## src/rtl/eagen_pkg.sv

```systemverilog
package eagen_pkg;

    localparam int unsigned NUM_GPR = 8;
    localparam int unsigned SEL_W   = $clog2(NUM_GPR);

    localparam logic [1:0] MOD_NODISP = 2'd0;
    localparam logic [1:0] MOD_DISP8  = 2'd1;
    localparam logic [1:0] MOD_DISP32 = 2'd2;
    localparam logic [1:0] MOD_REG    = 2'd3;

    localparam logic [SEL_W-1:0] SEL_ESCAPE = 3'd4;
    localparam logic [SEL_W-1:0] SEL_ABSOLUTE = 3'd5;
    localparam logic [SEL_W-1:0] IDX_NONE = 3'd4;

    typedef enum logic [1:0] {
        PH_FIRST,
        PH_SIB,
        PH_DISP
    } phase_e;

    typedef enum logic [1:0] {
        DK_NONE,
        DK_BYTE,
        DK_WORD
    } disp_kind_e;

    typedef struct packed {
        logic             base_en;
        logic [SEL_W-1:0] base_sel;
        logic             idx_en;
        logic [SEL_W-1:0] idx_sel;
        logic [1:0]       scale;
    } addr_terms_t;

    function automatic disp_kind_e disp_kind(input logic [1:0] mode, input logic no_base);
        disp_kind_e k;
        if (no_base)                  k = DK_WORD;
        else if (mode == MOD_DISP8)   k = DK_BYTE;
        else if (mode == MOD_DISP32)  k = DK_WORD;
        else                          k = DK_NONE;
        return k;
    endfunction

endpackage

```

## src/rtl/eagen_seq.sv

```systemverilog
module eagen_seq
    import eagen_pkg::*;
#(
    parameter int unsigned AW = 32
) (
    input  logic             clk,
    input  logic             rst,
    input  logic             byte_vld,
    input  logic [7:0]       byte_in,
    output logic             fin_o,
    output logic             at_first_o,
    output addr_terms_t      terms_o,
    output logic [AW-1:0]    disp_o,
    output logic             reg_op_o,
    output logic [SEL_W-1:0] reg_f_o
);

    localparam int unsigned DBYTES = AW / 8;
    localparam int unsigned LW     = $clog2(DBYTES + 1);
    localparam int unsigned ACC_W  = AW - 8;

    phase_e           phase_q, phase_n;
    logic [1:0]       mod_q, mod_n;
    logic [SEL_W-1:0] reg_q, reg_n;
    addr_terms_t      t_q, t_n;
    logic             wide_q, wide_n;
    logic [LW-1:0]    left_q, left_n;
    logic [ACC_W-1:0] acc_q, acc_n;
    disp_kind_e       kind;
    logic             fin_c;

    always_comb begin
        phase_n = phase_q;
        mod_n   = mod_q;
        reg_n   = reg_q;
        t_n     = t_q;
        wide_n  = wide_q;
        left_n  = left_q;
        acc_n   = acc_q;
        kind    = DK_NONE;
        fin_c   = 1'b0;
        disp_o  = '0;

        case (phase_q)
            PH_FIRST: begin
                mod_n      = byte_in[7:6];
                reg_n      = byte_in[5:3];
                t_n.base_sel = byte_in[2:0];
                t_n.base_en  = !(byte_in[7:6] == MOD_NODISP && byte_in[2:0] == SEL_ABSOLUTE);
                t_n.idx_en   = 1'b0;
                t_n.idx_sel  = '0;
                t_n.scale    = 2'd0;
                kind = disp_kind(byte_in[7:6], !t_n.base_en);
                if (byte_in[7:6] == MOD_REG) begin
                    fin_c = 1'b1;
                end else if (byte_in[2:0] == SEL_ESCAPE) begin
                    t_n.base_en = 1'b1;
                    phase_n = PH_SIB;
                end else if (kind == DK_NONE) begin
                    fin_c = 1'b1;
                end else begin
                    phase_n = PH_DISP;
                    wide_n  = (kind == DK_WORD);
                    left_n  = (kind == DK_WORD) ? LW'(DBYTES) : LW'(1);
                end
            end
            PH_SIB: begin
                t_n.scale    = byte_in[7:6];
                t_n.idx_sel  = byte_in[5:3];
                t_n.idx_en   = (byte_in[5:3] != IDX_NONE);
                t_n.base_sel = byte_in[2:0];
                t_n.base_en  = !(mod_q == MOD_NODISP && byte_in[2:0] == SEL_ABSOLUTE);
                kind = disp_kind(mod_q, !t_n.base_en);
                if (kind == DK_NONE) begin
                    fin_c = 1'b1;
                end else begin
                    phase_n = PH_DISP;
                    wide_n  = (kind == DK_WORD);
                    left_n  = (kind == DK_WORD) ? LW'(DBYTES) : LW'(1);
                end
            end
            default: begin
                acc_n  = {byte_in, acc_q[ACC_W-1:8]};
                left_n = left_q - LW'(1);
                if (left_q == LW'(1)) fin_c = 1'b1;
                disp_o = wide_q ? {byte_in, acc_q} : {{(AW-8){byte_in[7]}}, byte_in};
            end
        endcase

        if (fin_c) phase_n = PH_FIRST;
    end

    always_ff @(posedge clk) begin
        if (rst) begin
            phase_q <= PH_FIRST;
            mod_q   <= '0;
            reg_q   <= '0;
            t_q     <= '0;
            wide_q  <= 1'b0;
            left_q  <= '0;
            acc_q   <= '0;
        end else if (byte_vld) begin
            phase_q <= phase_n;
            mod_q   <= mod_n;
            reg_q   <= reg_n;
            t_q     <= t_n;
            wide_q  <= wide_n;
            left_q  <= left_n;
            acc_q   <= acc_n;
        end
    end

    assign fin_o      = fin_c && byte_vld;
    assign at_first_o = (phase_q == PH_FIRST);
    assign terms_o    = t_n;
    assign reg_op_o   = (phase_q == PH_FIRST) && (byte_in[7:6] == MOD_REG);
    assign reg_f_o    = reg_n;

endmodule

```

## src/rtl/eagen_sum.sv

```systemverilog
module eagen_sum
    import eagen_pkg::*;
#(
    parameter int unsigned AW = 32
) (
    input  logic [NUM_GPR*AW-1:0] gpr_flat,
    input  logic [AW-1:0]         seg_base,
    input  addr_terms_t           terms,
    input  logic [AW-1:0]         disp,
    output logic [AW-1:0]         addr
);

    logic [AW-1:0] gpr [NUM_GPR];

    for (genvar g = 0; g < NUM_GPR; g++) begin : g_unpack
        assign gpr[g] = gpr_flat[g*AW +: AW];
    end

    logic [AW-1:0] base_term, idx_term;

    always_comb begin
        base_term = terms.base_en ? gpr[terms.base_sel] : '0;
        idx_term  = terms.idx_en  ? (gpr[terms.idx_sel] << terms.scale) : '0;
        addr      = seg_base + base_term + idx_term + disp;
    end

endmodule

```

## src/rtl/ea_byte_parser.sv

```systemverilog
module ea_byte_parser
    import eagen_pkg::*;
#(
    parameter int unsigned AW = 32
) (
    input  logic                  clk,
    input  logic                  rst,
    input  logic                  byte_vld,
    input  logic [7:0]            byte_in,
    input  logic [NUM_GPR*AW-1:0] gpr_flat,
    input  logic [AW-1:0]         seg_base,
    output logic [AW-1:0]         lin_addr,
    output logic [SEL_W-1:0]      reg_fld,
    output logic                  reg_oper,
    output logic                  done
);

    logic             fin;
    logic             at_first;
    addr_terms_t      terms;
    logic [AW-1:0]    disp;
    logic             reg_op;
    logic [SEL_W-1:0] reg_f;
    logic [AW-1:0]    sum;

    eagen_seq #(.AW(AW)) seq_i (
        .clk        (clk),
        .rst        (rst),
        .byte_vld   (byte_vld),
        .byte_in    (byte_in),
        .fin_o      (fin),
        .at_first_o (at_first),
        .terms_o    (terms),
        .disp_o     (disp),
        .reg_op_o   (reg_op),
        .reg_f_o    (reg_f)
    );

    eagen_sum #(.AW(AW)) sum_i (
        .gpr_flat (gpr_flat),
        .seg_base (seg_base),
        .terms    (terms),
        .disp     (disp),
        .addr     (sum)
    );

    always_ff @(posedge clk) begin
        if (rst) begin
            lin_addr <= '0;
            reg_fld  <= '0;
            reg_oper <= 1'b0;
            done     <= 1'b0;
        end else begin
            done <= fin;
            if (fin) begin
                lin_addr <= reg_op ? '0 : sum;
                reg_fld  <= reg_f;
                reg_oper <= reg_op;
            end
        end
    end

endmodule

```

## config.mk

```make
export PLATFORM = sky130hd
export DESIGN_NAME = ea_byte_parser
export DESIGN_NICKNAME = d
export VERILOG_FILES = /design/src/rtl/eagen_pkg.sv /design/src/rtl/eagen_seq.sv /design/src/rtl/eagen_sum.sv /design/src/rtl/ea_byte_parser.sv
export SDC_FILE = /design/constraint.sdc
export NUM_CORES = 1
export LEC_CHECK = 0
export CAP_MARGIN = 25
export CORE_UTILIZATION = 45
export CTS_CLUSTER_SIZE = 40
export DETAILED_ROUTE_END_ITERATION = 8
export DONT_BUFFER_PORTS = 1
export PLACE_DENSITY = 0.57
export SETUP_SLACK_MARGIN = 0.3
export SLEW_MARGIN = 20
export SYNTH_ARGS = -nofsm -noshare
export SYNTH_HDL_FRONTEND = slang
export SYNTH_SLANG_ARGS = --single-unit
```

## constraint.sdc

```tcl
create_clock -name clk -period 17.11 [get_ports clk]
set_input_delay 2.5665 -clock clk [delete_from_list [all_inputs] [get_ports clk]]
set_output_delay 2.5665 -clock clk [all_outputs]
set_load 0.05 [all_outputs]
```

==> run_results.csv <==
group,metric,value,unit
yosys,syn_nets,1947,
timing,fmaxAchievable,0.1306,GHz
timing,hold_violations,0,
setup_path,end_kind,"register",
global_routing,grt.overflow.total,0,
pwr,leakage,4.835,nW
cells_and_area,syn_to_final_growth,3.209,%
detailed_routing,ant_nets,0,
yosys,synthTopCellsByArea,"dfxtp_1 (14%), nand2_1 (14%), mux4_2 (12%)",
yosys,yosys_warnings,0,
yosys,syn_area_per_cell,7.431,sq um
pwr,ir_drop,49.05,uV
outcome,status,"completed",
floorplanning,io_pins,336,
yosys,synth_area_leader_cell,"dfxtp_1",
setup_path,r2r-start,"seq_i.phase_q[0]$_SDFFE_PP0P_",
timing,drv_slew,0,
floorplanning,fp.dieW,162.1,um
detailed_routing,via_per_inst,6.039,
cells_and_area,final_common_cell,"nand2_1",
clocking,cts_made_buffers,9,
setup_path,crit_fanout,87,
yosys,synth_top_area_share,14.22,%
clocking,clk_latency,0.35,ns
setup_path,cp_slowest_cell,"buf_4",
setup_path,cpPeakStageDelay,0.74,ns
timing,max_slew_margin,33.59,%
clocking,post_cts_buffers,0,
detailed_routing,drtIter0Drc,997,
timing,clock_skew,0.009037,ns
floorplanning,dieArea,26290,sq um
floorplanning,num_rows,58,
setup_path,criticalPathCategory,"input pin to register",
yosys,syn_inst,1553,
setup_path,required,17.35,ns
timing,fin_tns_setup,0,ns
clocking,cts-hold-fix-buffers,0,
detailed_routing,num_vias,10870,
setup_path,cp-start-kind,"input pin",
detailed_routing,drt-total-wl,41160,um
worst_hold_path,holdCritPathClass,"register to register",
detailed_routing,post_drt_wl_per_cell,22.87,um
yosys,ys.flop_type,"dfxtp_1",
yosys,async_flop_share,0,%
setup_path,critPathCapture,"lin_addr[31]$_SDFFE_PP0P_",
clocking,htree_levels,3,
timing,min_period_over_period,44.74,%
cells_and_area,drive_above_1_share,8.844,%
detailed_routing,wl_met2,18130,um
pwr,power.total,1.023,mW
setup_path,cp_common_cell,"fa_1",
clocking,clk_path_buf_depth,2,
place,post-dp-hpwl,31890,um
timing,tightest_slew,0.9961,ns
floorplanning,core_area,25180,sq um
timing,rsz0062_at_grt,"no",
place,place_congestion,0.9059,
setup_path,startpoint,"byte_in[4]",
yosys,synth_area,11540,sq um
floorplanning,initial_core_util,45.83,%
detailed_routing,dr_wl_met3,4009,um
place,dpl.cell_count,1783,
timing,setup_violations,0,
cells_and_area,num_antenna_cells,0,
cells_and_area,final_cell_mix,"nand2_1 (417), nand3_1 (153), inv_1 (99)",
setup_path,path_cells,"a22oi_2 -> buf_4 -> nand2_1 -> nand3_1 -> nand2_1 -> o21ai_1 -> mux2i_1 -> or2_1 -> fa_1 -> fa_1 -> inv_1 -> ha_1 -> inv_1 -> fa_1 -> nor2b_1 -> o21bai_1 -> a21boi_1 -> o21ai_1 -> a2111oi_0 -> o21ai_0 -> and4_1 -> a211o_1",
clocking,cts-root-buf,"clkbuf_16",
detailed_routing,wl_met1,17640,um
yosys,synth_cell_types,73,
place,port_buffers,0,
yosys,synth-edff-count,0,
yosys,ys_ff_latch,82,
cells_and_area,layout.cells.non_filler,1800,
setup_path,worst_ep_arrival_time,7.89,ns
setup_path,worst_r2r_path_depth,23,
run,maxCapViolations,0,
clocking,cts_tree,"done",
global_routing,antenna_found_initial,0,
cells_and_area,nNetsFinal,1859,
pwr,power_density,85.90,nW/um^2
detailed_routing,drc,0,
global_routing,grt_pass1_vias,10360,
clocking,cts_resized,0,
floorplanning,die_h,162.1,um
clocking,clock-sinks,82,
yosys,yosysSeqAreaShare,14.22,%
timing,fin_crit,7.656,ns
detailed_routing,dr.pass1.iters,5,
global_routing,grt.total_usage,31.01,%
global_routing,grt_pass1_wl,62220,um
clocking,clkTransAtPathRegs,0.07,ns
setup_path,r2r_setup_slack,10.35,ns
detailed_routing,top_layer,"met4",
timing,fin_hold_ws,0.4535,ns
global_routing,grt_max_degree,90,
setup_path,r2r-end,"lin_addr[31]$_SDFFE_PP0P_",
==> synth_stat cells (26+ instances only) <==
cell	count
o22a_1	26
mux4_2	62
o21ai_1	36
a21oi_1	91
dfxtp_1	82
a21o_1	40
inv_1	99
nor2_1	63
nand3_1	153
buf_2	30
fa_1	62
nand2_1	417
o21ai_0	26
clkbuf_1	64
ha_1	33
mux2i_1	49
==> layout make-up <==
type / count / area [sq um]
Clock buffer: 9 / 225.2
Clock inverter: 7 / 58.81
Inverter: 99 / 371.6
Timing Repair Buffer: 15 / 110.1
Multi-Input combinational cell: 1258 / 9090
Fill cell: 2559 / 13270
Sequential cell: 82 / 1643
Tap cell: 330 / 412.9
==> registers in the layout, indices dropped and copies added (netlist names) <==
signal and flops:
done 1, lin_addr 32, reg_fld 3, reg_oper 1
seq_i.acc_q 24, seq_i.left_q 3, seq_i.mod_q 2, seq_i.phase_q 2
seq_i.reg_q 3, seq_i.t_q 10, seq_i.wide_q 1
==> kinds of logic after synthesis <==
kind of cell / count (synthesis) / share of synthesized area (%)
muxes: 126 / 17.87
and+or+nand+nor: 699 / 25.91
AOI/OAI and AO/OA: 312 / 18.18
DFF: 82 / 14.22
adders and majority gates: 95 / 14.33
xor gates and xnor gates: 26 / 1.973
buffers and inverters: 213 / 7.513
==> metrics by stage <==
step | utilization, % | setup WS, ns | cell area, sq um
floorplan | - | 9.680 | 11540
detailed placement | 46.15 | 9.132 | 11620
global route | 47.30 | 8.991 | 11910
global placement | 46.15 | 9.172 | 11620
finish | 47.30 | 9.454 | 11910
CTS | 47.28 | 9.501 | 11910
==> power breakdown <==
group / switching [mW] / internal, mW / total [mW] / leakage, nW
logic: 0.323 / 0.237 / 0.560 / 4.03
clock network: 0.0898 / 0.101 / 0.191 / 0.139
registers: 0.0630 / 0.209 / 0.272 / 0.669
==> how the worst min path moves through the flow <==
| stage | cells after the start | start | slack (ns) | endpoint |
|---|---|---|---|---|
| after floorplan | 2 | seq_i.acc_q[1]$_SDFFE_PP0P_ | 0.43 | seq_i.acc_q[1]$_SDFFE_PP0P_ |
| after global placement | 2 | seq_i.acc_q[2]$_SDFFE_PP0P_ | 0.44 | seq_i.acc_q[2]$_SDFFE_PP0P_ |
| after detailed placement | 2 | seq_i.acc_q[5]$_SDFFE_PP0P_ | 0.44 | seq_i.acc_q[5]$_SDFFE_PP0P_ |
| after CTS | 2 | seq_i.acc_q[5]$_SDFFE_PP0P_ | 0.45 | seq_i.acc_q[5]$_SDFFE_PP0P_ |
| after global routing | 2 | seq_i.acc_q[2]$_SDFFE_PP0P_ | 0.47 | seq_i.acc_q[2]$_SDFFE_PP0P_ |
| final | 2 | seq_i.acc_q[5]$_SDFFE_PP0P_ | 0.45 | seq_i.acc_q[5]$_SDFFE_PP0P_ |
==> layer usage <==
metal  up-vias  global-route usage, %
li1       5197                      -
met1      5111                  42.58
met2       497                  46.80
met3        66                  8.350
met4         0                  10.68
met5         -                      0
==> critical path: cells and delay by family <==
kind,cells,cell delay (ns)
AO/OA/AOI/OAI,8,1.70
multiplexers,1,0.14
AND/OR/NAND/NOR,6,1.03
adder cells (fa/ha/maj),4,1.56
buffers and inverters,3,0.88
Note: power is estimated with default switching activity, not from simulation.
